==> src/rtl/wdg_pkg.sv <==
// Package: shared phase encoding for the window watchdog.
// Assumes: the numeric values are visible on the top-level phase output.
package wdg_pkg;
    typedef enum logic [2:0] {
        PH_RESET  = 3'd0,
        PH_LEAD   = 3'd1,
        PH_CLOSED = 3'd2,
        PH_OPEN   = 3'd3,
        PH_OFF    = 3'd4
    } phase_t;
endpackage

==> src/rtl/wdg_sync.sv <==
// Module: multi-stage synchroniser for a vector of asynchronous inputs.
// Assumes: every bit is an independent slow level; INIT gives the idle value
// loaded on reset so no false edge appears when reset is released.
module wdg_sync #(
    parameter int          W      = 2,
    parameter int          STAGES = 2,
    parameter logic [W-1:0] INIT  = '0
) (
    input  logic         clk,
    input  logic         rst_n,
    input  logic [W-1:0] d,
    output logic [W-1:0] q
);
    logic [W-1:0] stg [STAGES];

    for (genvar g = 0; g < STAGES; g++) begin : g_stage
        if (g == 0) begin : g_first
            // Capture the raw inputs into the first stage.
            always_ff @(posedge clk) begin
                if (!rst_n) stg[0] <= INIT;
                else        stg[0] <= d;
            end
        end else begin : g_rest
            // Shift the value one stage further along the chain.
            always_ff @(posedge clk) begin
                if (!rst_n) stg[g] <= INIT;
                else        stg[g] <= stg[g-1];
            end
        end
    end

    assign q = stg[STAGES-1];
endmodule

==> src/rtl/wdg_trig_qual.sv <==
// Module: trigger qualifier. It arms on a high level, counts consecutive low
// cycles after a fall, and emits a one-cycle pulse when the low level has
// lasted MINW_CYC cycles. It then stays disarmed until the line returns high.
// Assumes: trig_s is already synchronised; MINW_CYC >= 1.
module wdg_trig_qual #(
    parameter int MINW_CYC = 20
) (
    input  logic clk,
    input  logic rst_n,
    input  logic trig_s,
    output logic trig_ok
);
    localparam int CW = $clog2(MINW_CYC + 1);
    localparam logic [CW-1:0] CNT_LAST = CW'(MINW_CYC - 1);

    logic          armed;
    logic [CW-1:0] low_cnt;

    // Track the low width and fire once per qualified falling edge.
    always_ff @(posedge clk) begin
        if (!rst_n) begin
            armed   <= 1'b1;
            low_cnt <= '0;
            trig_ok <= 1'b0;
        end else begin
            trig_ok <= 1'b0;
            if (trig_s) begin
                armed   <= 1'b1;
                low_cnt <= '0;
            end else if (armed) begin
                if (low_cnt == CNT_LAST) begin
                    trig_ok <= 1'b1;
                    armed   <= 1'b0;
                    low_cnt <= '0;
                end else begin
                    low_cnt <= low_cnt + 1'b1;
                end
            end
        end
    end
endmodule

==> src/rtl/wdg_seq.sv <==
// Module: phase sequencer. It walks the reset, lead, closed and open phases,
// counts window lengths in tick pulses and the reset pulse in clock cycles,
// and parks in the off phase while low power is requested.
// Assumes: trig_ok is a one-cycle pulse; tick is a one-cycle enable.
module wdg_seq
    import wdg_pkg::*;
#(
    parameter int LEAD_TICKS   = 7895,
    parameter int CLOSED_TICKS = 1053,
    parameter int OPEN_TICKS   = 1105,
    parameter int RST_CYC      = 400000
) (
    input  logic   clk,
    input  logic   rst_n,
    input  logic   tick,
    input  logic   trig_ok,
    input  logic   lp_s,
    output phase_t phase_q
);
    localparam int TMAX = (LEAD_TICKS > CLOSED_TICKS)
                        ? ((LEAD_TICKS > OPEN_TICKS) ? LEAD_TICKS : OPEN_TICKS)
                        : ((CLOSED_TICKS > OPEN_TICKS) ? CLOSED_TICKS : OPEN_TICKS);
    localparam int TW = $clog2(TMAX + 1);
    localparam int RW = $clog2(RST_CYC + 1);
    localparam logic [TW-1:0] LEAD_LAST   = TW'(LEAD_TICKS - 1);
    localparam logic [TW-1:0] CLOSED_LAST = TW'(CLOSED_TICKS - 1);
    localparam logic [TW-1:0] OPEN_LAST   = TW'(OPEN_TICKS - 1);
    localparam logic [RW-1:0] RST_LAST    = RW'(RST_CYC - 1);

    phase_t        phase_d;
    logic [TW-1:0] tcnt_q, tcnt_d;
    logic [RW-1:0] rcnt_q, rcnt_d;
    logic [TW-1:0] win_last;
    logic          win_end;

    // Select the last tick index of the window currently running.
    always_comb begin
        case (phase_q)
            PH_LEAD:   win_last = LEAD_LAST;
            PH_CLOSED: win_last = CLOSED_LAST;
            PH_OPEN:   win_last = OPEN_LAST;
            default:   win_last = '0;
        endcase
    end

    assign win_end = tick && (tcnt_q == win_last);

    // Work out the next phase and counter values.
    always_comb begin
        phase_d = phase_q;
        tcnt_d  = tcnt_q;
        rcnt_d  = rcnt_q;
        if (lp_s) begin
            phase_d = PH_OFF;
            tcnt_d  = '0;
            rcnt_d  = '0;
        end else begin
            case (phase_q)
                PH_RESET: begin
                    if (rcnt_q == RST_LAST) begin
                        phase_d = PH_LEAD;
                        rcnt_d  = '0;
                        tcnt_d  = '0;
                    end else begin
                        rcnt_d = rcnt_q + 1'b1;
                    end
                end
                PH_LEAD, PH_OPEN: begin
                    if (trig_ok) begin
                        phase_d = PH_CLOSED;
                        tcnt_d  = '0;
                    end else if (win_end) begin
                        phase_d = PH_RESET;
                        rcnt_d  = '0;
                        tcnt_d  = '0;
                    end else if (tick) begin
                        tcnt_d = tcnt_q + 1'b1;
                    end
                end
                PH_CLOSED: begin
                    if (trig_ok) begin
                        phase_d = PH_RESET;
                        rcnt_d  = '0;
                        tcnt_d  = '0;
                    end else if (win_end) begin
                        phase_d = PH_OPEN;
                        tcnt_d  = '0;
                    end else if (tick) begin
                        tcnt_d = tcnt_q + 1'b1;
                    end
                end
                default: begin
                    phase_d = PH_LEAD;
                    tcnt_d  = '0;
                    rcnt_d  = '0;
                end
            endcase
        end
    end

    // Hold the phase and both counters.
    always_ff @(posedge clk) begin
        if (!rst_n) begin
            phase_q <= PH_RESET;
            tcnt_q  <= '0;
            rcnt_q  <= '0;
        end else begin
            phase_q <= phase_d;
            tcnt_q  <= tcnt_d;
            rcnt_q  <= rcnt_d;
        end
    end
endmodule

==> src/rtl/win_watchdog.sv <==
// Module: window watchdog top. It synchronises the trigger and low-power
// inputs, qualifies triggers by width and sequences the watchdog windows.
// Assumes: tick comes from the oscillator domain already aligned to clk.
module win_watchdog
    import wdg_pkg::*;
#(
    parameter int LEAD_TICKS   = 7895,
    parameter int CLOSED_TICKS = 1053,
    parameter int OPEN_TICKS   = 1105,
    parameter int MINW_CYC     = 20,
    parameter int RST_CYC      = 400000,
    parameter int SYNC_STAGES  = 2
) (
    input  logic       clk,
    input  logic       rst_n,
    input  logic       tick,
    input  logic       trig_n,
    input  logic       lp_mode,
    output logic       wdg_rst_n,
    output logic [2:0] phase
);
    logic [1:0] sync_q;
    logic       trig_s;
    logic       lp_s;
    logic       trig_ok;
    phase_t     phase_q;

    wdg_sync #(.W(2), .STAGES(SYNC_STAGES), .INIT(2'b01)) u_sync (
        .clk   (clk),
        .rst_n (rst_n),
        .d     ({lp_mode, trig_n}),
        .q     (sync_q)
    );

    assign trig_s = sync_q[0];
    assign lp_s   = sync_q[1];

    wdg_trig_qual #(.MINW_CYC(MINW_CYC)) u_qual (
        .clk     (clk),
        .rst_n   (rst_n),
        .trig_s  (trig_s),
        .trig_ok (trig_ok)
    );

    wdg_seq #(
        .LEAD_TICKS   (LEAD_TICKS),
        .CLOSED_TICKS (CLOSED_TICKS),
        .OPEN_TICKS   (OPEN_TICKS),
        .RST_CYC      (RST_CYC)
    ) u_seq (
        .clk     (clk),
        .rst_n   (rst_n),
        .tick    (tick),
        .trig_ok (trig_ok),
        .lp_s    (lp_s),
        .phase_q (phase_q)
    );

    assign phase     = phase_q;
    assign wdg_rst_n = (phase_q != PH_RESET);
endmodule

==> config.mk <==
export PLATFORM = sky130hd
export DESIGN_NAME = win_watchdog
export DESIGN_NICKNAME = d
export VERILOG_FILES = /design/src/rtl/wdg_pkg.sv /design/src/rtl/wdg_sync.sv /design/src/rtl/wdg_trig_qual.sv /design/src/rtl/wdg_seq.sv /design/src/rtl/win_watchdog.sv
export SDC_FILE = /design/constraint.sdc
export NUM_CORES = 1
export LEC_CHECK = 0
export BUFFER_PORTS_ARGS = -buffer_cell sky130_fd_sc_hd__buf_2
export CAP_MARGIN = 40
export CORE_UTILIZATION = 25
export CTS_CLUSTER_SIZE = 10
export DETAILED_ROUTE_END_ITERATION = 6
export SYNTH_ARGS = -nofsm -noshare
export SYNTH_HDL_FRONTEND = slang
export SYNTH_SLANG_ARGS = --single-unit
==> constraint.sdc <==
create_clock -name clk -period 2.94 [get_ports clk]
set_input_delay 0 -clock clk [delete_from_list [all_inputs] [get_ports clk]]
set_output_delay 0 -clock clk [all_outputs]
set_load 0.01 [all_outputs]
======== Word level (Yosys, flattened, before mapping) ========
Memory sizes are Yosys's and may differ from the RTL's.
Index checks and enable logic that the tools add are counted.
operators by class
  shift-type cells ........................ 0
  divide/modulo/power cells ............... 0
  multiply operators ...................... 0
  bitwise logic cells ..................... 4
  add/subtract/negate cells ............... 3
  muxes and demuxes ....................... 26
  equal/unequal tests ..................... 16
  reductions and logical operators ........ 12
  order comparisons ....................... 0
operator list
  cell                                                   count
  two-way mux 19 bit                                     4
  case mux 19 bit (3 select lines)                       1
  two-way mux 13 bit                                     4
  case mux 13 bit (3 select lines)                       1
  case mux 13 bit (2 select lines)                       1
  adder 19 x 1 -> 19 bit, second input constant          1
  equality test 19 bit, second input constant            1
  two-way mux 3 bit                                      6
  adder 13 x 1 -> 13 bit, second input constant          1
  equality test 13 bit                                   1
  inequality test 3 x 2 -> 1 bit, second input constant  3
  case mux 3 bit (3 select lines)                        1
  AND reduction 3 bit                                    3
  inequality test 4 x 3 -> 1 bit, second input constant  2
  equality test 3 x 2 -> 1 bit, second input constant    2
  OR reduction 2 bit                                     3
  OR reduction 3 bit                                     2
  adder 5 x 1 -> 5 bit, second input constant            1
  equality test 5 bit, second input constant             1
  two-way mux 1 bit                                      5
  two-way mux 5 bit                                      1
  two-way mux 2 bit                                      2
  inequality test 2 x 1 -> 1 bit, second input constant  2
  inequality test 2 bit, second input constant           2
  8 further kinds                                        10
storage, ports and cells
  bits of input ports ..................... 5
  output and inout port bits .............. 4
  bits in read-only memories .............. 0
  register bits ........................... 42
  bits in latches ......................... 0
  memories kept ........................... 1
  RAM bits ................................ 4
memory list
  memory      words  bits a word  rd ports  clocked after Yosys merged registers in  write ports  line            RTL
  u_sync.stg  2      2            2         0                                        2            wdg_sync.sv:14  logic [W-1:0] stg [STAGES];

======== Longest topological paths before layout ========
Gate-level depths: netlist (run 1).
  depth in word-level cells ............... 8
  gate-level depth with buffers ........... 8

======== Cells and area by module ========
Synthesis (run 1) repeated with hierarchy kept, for this count alone.
unflattened totals
  cell total of the unflattened synthesis .. 285
  area, all modules ....................... 2439.8 sq um
by module, submodules not included
  module         cells each  instances  seq. area each (sq um)  area each (sq um)
  wdg_seq        244         1          700.7                   2014.4
  wdg_trig_qual  32          1          140.1                   314.1
  wdg_sync       8           1          80.1                    105.1
  win_watchdog   1           1          0.0                     6.3

======== Worst setup path before layout (run 1) ========
OpenSTA, ideal clock, no wires.
  path type ............................... flip-flop to flip-flop
  from .................................... reg u_seq.phase_q[0]
  to ...................................... reg u_seq.tcnt_q[1]
  arrival ................................. 1943 ps
  path slack .............................. 880 ps
  data required time ...................... 2823 ps
  period minus slack after synthesis ...... 2060 ps
  cell stages (with the launch flop) ...... 9
  cell sequence ........................... dfxtp_1 -> clkbuf_1 -> o21ba_2 -> or3b_2 -> nand3_4 -> buf_6 -> buf_2 -> nor2_1 -> a32o_1
between the ends
  longest elaborated chain between the ends .. 7
ends and longest elaborated chain
  element                                                                              line                          RTL
  start, declared                                                                      wdg_seq.sv:18                 output phase_t phase_q
  start signal, assigned                                                               wdg_seq.sv:108                phase_q <= phase_d;
  equality test 3 x 2 -> 1 bit / equality test 3 x 1 -> 1 bit (equally long branches)  wdg_seq.sv:38, wdg_seq.sv:58
  case mux 13 bit (3 select lines)                                                     wdg_seq.sv:38                 case (phase_q)
  equality test 13 bit                                                                 wdg_seq.sv:46                 assign win_end = tick && (tcnt_q == win_last);
  logical AND 1 bit                                                                    wdg_seq.sv:46
  two-way mux 13 bit                                                                   wdg_seq.sv:85                 end else if (win_end) begin
  two-way mux 13 bit                                                                   wdg_seq.sv:69                 if (trig_ok) begin
  case mux 13 bit (2 select lines)                                                     wdg_seq.sv:58                 case (phase_q)
  end signal, assigned                                                                 wdg_seq.sv:109                tcnt_q <= tcnt_d;
  end, declared                                                                        wdg_seq.sv:31                 logic [TW-1:0] tcnt_q, tcnt_d;
Parallel ways exist; a longest one is shown, timed or not.
A chain may end at the register's enable or synchronous reset.

======== Worst setup path in the final report (run 1) ========
  from .................................... reg u_seq.tcnt_q[1]
  to ...................................... reg u_seq.rcnt_q[13]
between the ends
  longest elaborated chain between the ends .. 4
ends and longest elaborated chain
  element                                   line            RTL
  equality test 13 bit                      wdg_seq.sv:46
  logical AND 1 bit                         wdg_seq.sv:46
  inequality test 2 x 1 -> 1 bit (no line)  --
  AND reduction 3 bit (no line)             --
  end signal, assigned                      wdg_seq.sv:110  rcnt_q <= rcnt_d;
  end, declared                             wdg_seq.sv:32   logic [RW-1:0] rcnt_q, rcnt_d;
Every way passes these cells.

==> results of run 1 <==
stage by stage:
stage                     setup WS, ns  cells   util
final                            0.506    451  0.296
after global routing             0.316    451  0.296
after CTS                        0.494    451  0.296
after detailed placement         0.535    439  0.277
after global placement           0.542    438  0.277
after floorplan                  0.880    306      -
what timing repair did:
| item | in CTS | in global routing |
|---|---|---|
| hold buffers | 4 | 0 |
| gates resized for setup | 0 | 0 |
| hold endpoints to repair | 3 | 0 |
cell usage after synthesis, types with 2 or more instances:
| cell | instances |
|---|---|
| a2111oi_0 | 2 |
| a211oi_1 | 3 |
| a21o_1 | 3 |
| a21oi_1 | 13 |
| a22oi_1 | 8 |
| a32oi_1 | 2 |
| and2_1 | 5 |
| and3_1 | 7 |
| and4_1 | 5 |
| buf_2 | 6 |
| clkbuf_1 | 5 |
| dfxtp_1 | 46 |
| ha_1 | 3 |
| inv_1 | 8 |
| mux2_2 | 2 |
| nand2_1 | 29 |
| nand2b_1 | 8 |
| nand3_1 | 23 |
| nand4_1 | 6 |
| nand4bb_1 | 2 |
| nor2_1 | 12 |
| nor2b_1 | 5 |
| nor3_1 | 9 |
| nor4b_1 | 2 |
| o2111ai_1 | 2 |
| o211ai_1 | 5 |
| o21a_1 | 2 |
| o21ai_0 | 16 |
| o22ai_1 | 3 |
| o2bb2a_1 | 2 |
| o31ai_1 | 8 |
| or3_1 | 14 |
| or3b_2 | 2 |
| or4_1 | 8 |
| xnor2_1 | 2 |
| xor2_1 | 4 |
cell usage in the layout (no fill, tap or decap), types with 5 or more instances in the layout:
cell type and n:
clkbuf_8 6, nor3_1 9, and2_1 5, buf_4 5
or4_1 8, buf_2 8, a22oi_1 8, dfxtp_1 46
nand2_1 29, nand3_1 23, inv_1 8, a21oi_1 13
nor2_1 12, o211ai_1 5, and3_1 7, o31ai_1 8
nor2b_1 5, o21ai_0 16, or3_1 14, nand4_1 6
nand2b_1 8, and4_1 5
where the power goes:
part           internal [mW]  switching, mW
logic                 0.0303         0.0475
clock network          0.363          0.216
registers              0.630        0.00837
final timing paths:
check                               startpoint                            end  slack, ns  cells after the start
setup / recovery  u_seq.tcnt_q[1]$_SDFFE_PP0P_  u_seq.rcnt_q[13]$_SDFFE_PP0P_       0.51                      6
hold / removal                            tick   u_seq.tcnt_q[2]$_SDFFE_PP0P_       0.28                      5
hold reg to reg    u_sync.stg[0][0]$_SDFF_PN1_    u_sync.stg[1][0]$_SDFF_PN1_       0.42                      1
setup reg to reg  u_seq.tcnt_q[1]$_SDFFE_PP0P_  u_seq.rcnt_q[13]$_SDFFE_PP0P_       0.51                      6
sequential cells by signal (all words and copies together), names as in the netlist:
register / flops
u_qual.low_cnt: 5
u_seq.rcnt_q: 19
u_seq.tcnt_q: 13
u_sync.stg: 4
u_qual.armed: 1
u_qual.trig_ok: 1
u_seq.phase_q: 3
worst max-delay path, stage by stage (launching register included):
cell	delay, ns
dfxtp_1	0.38
or4_1	0.55
a211oi_1	0.31
o221ai_1	0.25
o21ai_2	0.45
buf_4	0.26
o211ai_1	0.12
metal layers:
metal	vias to the layer above	routed length, um	part of all wire	global-route usage
li1	1197	-	-	-
met1	1094	2910	0.50	0.158
met2	39	2650	0.45	0.191
met3	6	183	0.031	0.0202
met4	0	106	0.018	0.0455
met5	-	0	0	0
kinds of logic after synthesis:
| family | Yosys count |
|---|---|
| and+or+nand+nor | 146 |
| AOI/OAI and AO/OA | 81 |
| DFF | 46 |
| buffers and inverters | 21 |
| xor gates and xnor gates | 6 |
| muxes | 3 |
| adders and majority gates | 3 |
cell type report:
type,count,area [sq um]
clock inverter,2,60.1
tap,133,166
sequential,46,921
fill,1036,6950
inverter,8,30.0
clock buffer,6,82.6
timing repair buffer,17,118
multi-input combinational,239,1540
==> results.sh, run 1 <==
export IMPL_synthFlopType="dfxtp_1"
export IMPL_synth_seq_cells=46
export IMPL_yosys_mux_area_fraction=0.0127
export IMPL_synth_top_area_frac=0.360
export IMPL_cts_tree="built"
export IMPL_yosysTopAreaCell="dfxtp_1"
export IMPL_synth_fp_nets=314
export IMPL_fin_nets=325
export IMPL_required_ns=3.12
export IMPL_postCtsSetupRepairBufs=0
export IMPL_drt_initial_drc_count=155
export IMPL_total_leakage_power_nw=0.977
export IMPL_htree_levels=2
export IMPL_crit_fanout=10
export IMPL_antenna_found_initial=0
export IMPL_antenna_cells=0
export IMPL_cts_buffers=5
export IMPL_start_util=0.260
export IMPL_drive_above_1_share=0.101
export IMPL_core_area_sq_mm=0.00986
export IMPL_cp_arrival_ns=2.61
export IMPL_synthXorXnorAreaFrac=0.0205
export IMPL_syn_area_per_cell_sq_um=8.37
export IMPL_clockRootBuffer="clkbuf_8"
export IMPL_vias=2336
export IMPL_grt_max_degree=24
export IMPL_drt_wirelength_per_cell_um=13.0
export IMPL_max_vdd_ir_drop_mv=0.177
export IMPL_synth_cell_types=60
export IMPL_cts_sinks=46
export IMPL_critPathKind="reg -> reg"
export IMPL_min_path_type="in -> reg"
export IMPL_grt_pass1_wl_um=9920
export IMPL_gp_congestion=0.821
export IMPL_grt_pass1_vias=2080
export IMPL_fin_crit_sh=0.828
export IMPL_synth_top_family_by_area="simple AND/OR/NAND/NOR gates"
export IMPL_fmax_mhz=411
export IMPL_power_density_mw_per_mm2=444
export IMPL_drc=0
export IMPL_port_buffers=8
export IMPL_syn_area_sq_mm=0.00256
export IMPL_startpoint_type="flip-flop"
export IMPL_die_area_sq_mm=0.0106
export IMPL_clk_pin_slew_ns=0.09
export IMPL_max_slew_margin=0.579
export IMPL_outcome="finished, final reports clean"
export IMPL_finalHoldViolations=0
export IMPL_die_h_um=103
export IMPL_ant_nets=0
export IMPL_drt_pass1_iter_count=4
export IMPL_maxCapViolCount=0
export IMPL_final_setup_viol_count=0
export IMPL_synth_fa_ha_area_frac=0.0147
export IMPL_synth_edf_count=0
export IMPL_clk_latency_ns=0.29
export IMPL_syn2layout_area_growth_pct=14.0
export IMPL_netlist_top_cells_area="dfxtp_1, nand3_1, nand2_1"
export IMPL_synth_async_reset_ratio=0
export IMPL_endpoint_kind="flip-flop"
export IMPL_clock_skew_final_ns=0.00448
export IMPL_routed_wl_um=5850
export IMPL_yosys_warnings=0
export IMPL_overflow=0
export IMPL_synth_compound_area_frac=0.225
export IMPL_slew_violations=0
export IMPL_rows=36
export IMPL_placedInstanceArea_sq_mm=0.00274
export IMPL_ios=9
export IMPL_layout_min_cycle_time_ns=2.43
export IMPL_drt_vias_per_instance=5.18
export IMPL_hold_slack_ns=0.283
export IMPL_synthSimpleGateAreaFrac=0.329
export IMPL_clockBufferDepth=2
export IMPL_synthCells=306
export IMPL_track_usage=0.118
export IMPL_rsz0062_at_grt="no"
export IMPL_hpwl_um=4290
export IMPL_ys_seq_area_frac=0.360
export IMPL_die_width_um=103
export IMPL_tightestPinTransition_ns=0.628
export IMPL_final_cell_area_sq_mm=0.00292
export IMPL_p_total_mw=1.30
export IMPL_tns_ns=0
No activity file was read; power rests on OpenSTA's default activity.
==> run 2, diff against run 1 <==
==> constraint.sdc (replaced) <==
create_clock -name clk -period 2.15 [get_ports clk]
set_input_delay 0 -clock clk [delete_from_list [all_inputs] [get_ports clk]]
set_output_delay 0 -clock clk [all_outputs]
set_load 0.01 [all_outputs]
==> run 2 against run 1 <==
Against the previous run: global-route usage is 0.99 points higher; worst setup slack lost 0.45 ns; utilization up 2.5 points; sequential share of layout area shrank 2.4 points; clock power rose by 37%; final cell count grew 6.2%; flip-flop and latch count unchanged; critical path depth stayed put.
==> results.sh, run 2 (synthesized netlist as in run 1, its figures left out) <==
export IMPL_layout_min_cycle_time_ns=2.09
export IMPL_top_register="u_seq.rcnt_q"
export IMPL_max_slew_margin=0.595
export IMPL_final_setup_viol_count=0
export IMPL_clk_pin_slew_ns=0.09
export IMPL_endpoint_kind="flip-flop"
export IMPL_swShare=0.229
export IMPL_track_usage=0.128
export IMPL_grt_pass1_vias=2303
export IMPL_antenna_cells=0
export IMPL_multiInputGateArea_sq_mm=0.00158
export IMPL_tightestPinTransition_ns=0.599
export IMPL_grt_pass1_wl_um=10700
export IMPL_clockRootBuffer="clkbuf_8"
export IMPL_p_int_mw=1.39
export IMPL_p_switching_uw=413
export IMPL_fin_nets=353
export IMPL_n_fill_cell=1001
export IMPL_syn2layout_area_growth_pct=23.9
export IMPL_rows=36
export IMPL_overflow=0
export IMPL_cts_buffers=5
export IMPL_die_width_um=103
export IMPL_startpoint="u_seq.tcnt_q[12]$_SDFFE_PP0P_"
export IMPL_clock_skew_final_ns=0.00441
export IMPL_timing_rr_end="u_seq.tcnt_q[8]$_SDFFE_PP0P_"
export IMPL_core_area_sq_mm=0.00986
export IMPL_tns_ns=0
export IMPL_reg2regPathDepth=6
export IMPL_cts_tree="built"
export IMPL_max_vdd_ir_drop_mv=0.255
export IMPL_required_ns=2.34
export IMPL_die_area_sq_mm=0.0106
export IMPL_finalHoldViolations=0
export IMPL_drc=0
export IMPL_startpoint_type="flip-flop"
export IMPL_drt_vias_per_instance=5.24
export IMPL_timing_rr_start="u_seq.tcnt_q[12]$_SDFFE_PP0P_"
export IMPL_seq_power_share=0.483
export IMPL_total_leakage_power_nw=1.11
export IMPL_critPathKind="reg -> reg"
export IMPL_min_path_type="in -> reg"
export IMPL_outcome="finished, final reports clean"
export IMPL_final_common_cell="dfxtp_1"
export IMPL_power_density_mw_per_mm2=569
export IMPL_top_regs="u_seq.rcnt_q x19, u_seq.tcnt_q x13, u_qual.low_cnt x5"
export IMPL_regArea_sq_um=925
export IMPL_maxCapViolCount=0
export IMPL_ant_nets=0
export IMPL_start_util=0.260
export IMPL_slew_violations=0
export IMPL_htree_levels=2
export IMPL_fmax_mhz=477
export IMPL_pwr_share_comb=0.077
export IMPL_drive_above_1_share=0.197
export IMPL_ios=9
export IMPL_layout_common_cells="dfxtp_1, buf_4, nand2_1"
export IMPL_cp_arrival_ns=2.29
export IMPL_routed_wl_um=6510
export IMPL_r2r_setup_slack_ns=0.06
export IMPL_gp_congestion=0.808
export IMPL_crit_path_end="u_seq.tcnt_q[8]$_SDFFE_PP0P_"
export IMPL_die_h_um=103
export IMPL_port_buffers=8
export IMPL_hpwl_um=4620
export IMPL_clk_latency_ns=0.31
export IMPL_fin_crit_sh=0.974
export IMPL_clockBufferDepth=2
export IMPL_drt_initial_drc_count=107
export IMPL_largest_reg_flops=19
export IMPL_drt_wirelength_per_cell_um=13.6
export IMPL_p_total_mw=1.80
export IMPL_crit_fanout=7
export IMPL_grt_max_degree=17
export IMPL_vias=2509
export IMPL_cts_sinks=46
export IMPL_antenna_found_initial=0
export IMPL_hold_depth=5
export IMPL_clkPwrFrac=0.439
export IMPL_drt_pass1_iter_count=4
-- run 2: cell count changes in the layout (fill, tap and decap cells not counted), sizes merged --
cell,delta
nand3,+1
clkinv,+1
buf,+27
clkbuf,-1
-- run 2: worst min path at each step --
| stage | from | endpoint | slack (ns) |
|---|---|---|---|
| finish | tick | u_seq.phase_q[1]$_SDFFE_PP0P_ | 0.32 |
| global route | tick | u_seq.phase_q[1]$_SDFFE_PP0P_ | 0.33 |
| CTS | tick | u_seq.phase_q[1]$_SDFFE_PP0P_ | 0.28 |
| detailed placement | trig_n | u_sync.stg[0][0]$_SDFF_PN1_ | 0.19 |
| global placement | trig_n | u_sync.stg[0][0]$_SDFF_PN1_ | 0.19 |
| floorplan | rst_n | u_sync.stg[1][0]$_SDFF_PN1_ | 0.07 |
-- run 2: repair_timing --
action                                 4_1_cts  5_1_grt
hold buffers                                 4        0
pin swaps                                    2        3
setup endpoints to repair                    1       13
endpoints found under the hold margin        3        0
buffers inserted                             1        1
gates resized for setup                      1        7
cloned                                       1        0
-- run 2: power by group through the flow --
stage	Clock [mW]	Combinational [mW]	Sequential, mW
5_1_grt	0.853	0.153	0.874
4_1_cts	0.815	0.137	0.870
6_report	0.792	0.139	0.871
2_1_floorplan	0	0.0720	0.890
3_3_place_gp	0	0.125	0.889
3_5_place_dp	0	0.128	0.890
-- run 2: critical path, cell delays in order (launching register included) --
cell	delay (ns)
dfxtp_1	0.34
or4_1	0.50
a211oi_1	0.40
o221a_2	0.31
a211o_4	0.18
buf_4	0.16
a22oi_1	0.08
-- run 2: final cells by class --
type | instances | share of cell area
clock buffers | 5 | 0.0217
repair buffers | 44 | 0.105
multi-input cells | 240 | 0.498
inverters | 8 | 0.00947
well taps | 133 | 0.0525
flip-flops and latches | 46 | 0.292
clock inverters | 3 | 0.0217
-- run 2: routing by layer --
metal  global-route usage  vias to the layer above  routed length, um
met4               0.0607                        0                129
met1                0.166                     1182               3070
met2                0.205                       65               2990
li1                     -                     1247                  -
met3               0.0242                       15                320
met5                    0                        -                  0
-- run 2: through the flow --
step	hold slack, ns	instances	utilization	instance area [sq um]	worst slack (ns)
6_report	0.321	479	0.321	3170	0.0552
5_1_grt	0.329	479	0.321	3170	-0.0506
4_1_cts	0.275	478	0.318	3140	0.00819
3_5_place_dp	0.188	464	0.298	2940	0.00830
3_3_place_gp	0.192	464	0.298	2940	0.0719
2_1_floorplan	0.0730	306	-	2560	0.0901
==> run 3, diff against run 2 <==
==> constraint.sdc (replaced) <==
create_clock -name clk -period 2.15 [get_ports clk]
set_input_delay 0 -clock clk [delete_from_list [all_inputs] [get_ports clk]]
set_output_delay 0 -clock clk [all_outputs]
set_load 0.05 [all_outputs]
==> run 3 against run 2 <==
Against the previous run: routed wire length is 1.8% higher; critical path depth is 1 lower; largest cell class unchanged; final area is 1.7% higher; utilization is 0.56 points higher; clock power is 25% lower.
==> results.sh, run 3 (synthesized netlist as in run 1, its figures left out) <==
export IMPL_timing_rr_start="u_seq.rcnt_q[10]$_SDFFE_PP0P_"
export IMPL_die_h_um=103
export IMPL_finalHoldViolations=0
export IMPL_drt_initial_drc_count=126
export IMPL_slowest_stage="or4b_4"
export IMPL_max_vdd_ir_drop_mv=0.210
export IMPL_max_slew_margin=0.591
export IMPL_hold_start="rst_n"
export IMPL_grt_pass1_wl_um=10900
export IMPL_cp_arrival_ns=2.39
export IMPL_swShare=0.275
export IMPL_fin_nets=356
export IMPL_ant_nets=0
export IMPL_top_register="u_seq.rcnt_q"
export IMPL_final_common_cell="dfxtp_1"
export IMPL_syn2layout_area_growth_pct=26.0
export IMPL_die_width_um=103
export IMPL_drt_vias_per_instance=5.10
export IMPL_drive_above_1_share=0.241
export IMPL_reg2regPathDepth=5
export IMPL_clkPwrFrac=0.367
export IMPL_total_leakage_power_nw=1.12
export IMPL_fin_ws_ns=0.00886
export IMPL_cts_sinks=46
export IMPL_fmax_mhz=467
export IMPL_rows=36
export IMPL_min_path_type="in -> reg"
export IMPL_largest_reg_flops=19
export IMPL_p_int_mw=1.17
export IMPL_rsz0062_at_grt="yes"
export IMPL_pwr_share_comb=0.092
export IMPL_clk_pin_slew_ns=0.10
export IMPL_power_density_mw_per_mm2=499
export IMPL_track_usage=0.130
export IMPL_cp_num_buf_inv=0
export IMPL_r2r_setup_slack_ns=0.009
export IMPL_overflow=0
export IMPL_gp_congestion=0.825
export IMPL_n_fill_cell=1018
export IMPL_clockBufferDepth=2
export IMPL_drt_wirelength_per_cell_um=13.7
export IMPL_tightestPinTransition_ns=0.614
export IMPL_dp_slack_ns=-0.0490
export IMPL_crit_fanout=4
export IMPL_routed_wl_um=6620
export IMPL_clock_skew_final_ns=0.00770
export IMPL_ios=9
export IMPL_antenna_cells=0
export IMPL_startpoint_type="flip-flop"
export IMPL_top_regs="u_seq.rcnt_q x19, u_seq.tcnt_q x13, u_qual.low_cnt x5"
export IMPL_core_area_sq_mm=0.00986
export IMPL_hpwl_um=4610
export IMPL_htree_levels=2
export IMPL_maxCapViolCount=0
export IMPL_p_switching_uw=444
export IMPL_slew_violations=0
export IMPL_timing_rr_end="u_seq.tcnt_q[10]$_SDFFE_PP0P_"
export IMPL_drc=0
export IMPL_grt_pass1_vias=2266
export IMPL_p_total_mw=1.61
export IMPL_fin_crit_sh=0.996
export IMPL_seq_power_share=0.541
export IMPL_die_area_sq_mm=0.0106
export IMPL_worstPathCellList="or4b_4 > o311ai_4 > nand3_2 > or4_4 > a22oi_2"
export IMPL_tns_ns=0
export IMPL_port_buffers=8
export IMPL_clk_latency_ns=0.31
export IMPL_final_setup_viol_count=0
export IMPL_critPathMaxStageDelay_ns=0.55
export IMPL_required_ns=2.40
export IMPL_critPathKind="reg -> reg"
export IMPL_start_util=0.260
export IMPL_clockRootBuffer="clkbuf_8"
export IMPL_hold_depth=3
export IMPL_holdPathEnd="u_sync.stg[1][0]$_SDFF_PN1_"
export IMPL_outcome="finished, final reports clean"
export IMPL_cts_tree="built"
export IMPL_layout_common_cells="dfxtp_1, buf_4, nand2_1"
export IMPL_layout_min_cycle_time_ns=2.14
export IMPL_drt_pass1_iter_count=4
export IMPL_antenna_found_initial=0
export IMPL_path_delay_family="simple AND/OR/NAND/NOR gates"
export IMPL_endpoint_kind="flip-flop"
export IMPL_grt_max_degree=18
export IMPL_multiInputGateArea_sq_mm=0.00164
export IMPL_regArea_sq_um=927
export IMPL_cts_buffers=5
export IMPL_vias=2456
-- run 3: cell types whose count changed in the layout (fill, tap and decap cells not counted), moves of 2 or more --
cell,change
o31ai_1,-2
buf_6,+3
bufinv_16,-2
buf_4,+2
o2bb2a_1,-2
dlygate4sd3_1,-2
o2bb2a_4,+2
dfxtp_1,-2
dfxtp_2,+2
-- run 3: timing repair --
action,CTS,global route
buffers inserted,6,0
hold endpoints to repair,2,0
setup endpoints to repair,8,29
cloned,1,0
pin swaps,14,9
gates resized for setup,8,16
hold buffers,2,0
-- run 3: metrics by stage --
stage               cells  utilization  hold slack (ns)  area, sq um
detailed placement    466        0.300            0.186         2960
finish                482        0.327           0.0436         3230
global placement      465        0.299            0.188         2950
CTS                   482        0.319           0.0477         3150
floorplan             306            -           0.0730         2570
global route          482        0.327           0.0650         3230
-- run 3: worst max path at each step --
stage / cells after the start / from / slack (ns) / end
after CTS: 5 / u_seq.rcnt_q[10]$_SDFFE_PP0P_ / -0.05 / u_seq.tcnt_q[10]$_SDFFE_PP0P_
final: 5 / u_seq.rcnt_q[10]$_SDFFE_PP0P_ / 0.009 / u_seq.tcnt_q[10]$_SDFFE_PP0P_
after detailed placement: 6 / u_seq.rcnt_q[0]$_SDFFE_PP0P_ / -0.05 / u_seq.tcnt_q[12]$_SDFFE_PP0P_
after global placement: 5 / u_sync.stg[1][1]$_SDFF_PN0_ / -0.09 / u_seq.rcnt_q[16]$_SDFFE_PP0P_
after global routing: 5 / u_seq.rcnt_q[10]$_SDFFE_PP0P_ / -0.11 / u_seq.tcnt_q[10]$_SDFFE_PP0P_
after floorplan: 6 / u_seq.phase_q[2]$_SDFFE_PN0P_ / 0.002 / u_seq.tcnt_q[3]$_SDFFE_PP0P_
-- run 3: final cells by class --
cell class,count,area share
well taps,133,0.0516
clock inverters,3,0.00892
inverters,8,0.00931
multi-input cells,240,0.509
flip-flops and latches,46,0.287
repair buffers,47,0.112
clock buffers,5,0.0213
-- run 3: worst register-to-register path, delay by kind of cell, from the launching register on --
| kind | cells | cell delay [ns] |
|---|---|---|
| AND/OR/NAND/NOR | 3 | 1.27 |
| flip-flops | 1 | 0.33 |
| AO/OA/AOI/OAI | 2 | 0.48 |
-- run 3: power by group through the flow --
stage	Sequential [mW]	Combinational (mW)	Clock, mW
after global placement	0.887	0.134	0
after CTS	0.869	0.143	0.604
after global routing	0.873	0.162	0.645
after floorplan	0.894	0.0766	0
after detailed placement	0.888	0.136	0
final	0.871	0.148	0.591
-- run 3: layer usage --
| metal | vias up | track usage | share of wire |
|---|---|---|---|
| li1 | 1256 | - | - |
| met1 | 1133 | 0.171 | 0.48 |
| met2 | 58 | 0.218 | 0.47 |
| met3 | 9 | 0.0242 | 0.040 |
| met4 | 0 | 0.0368 | 0.013 |
| met5 | - | 0 | 0 |
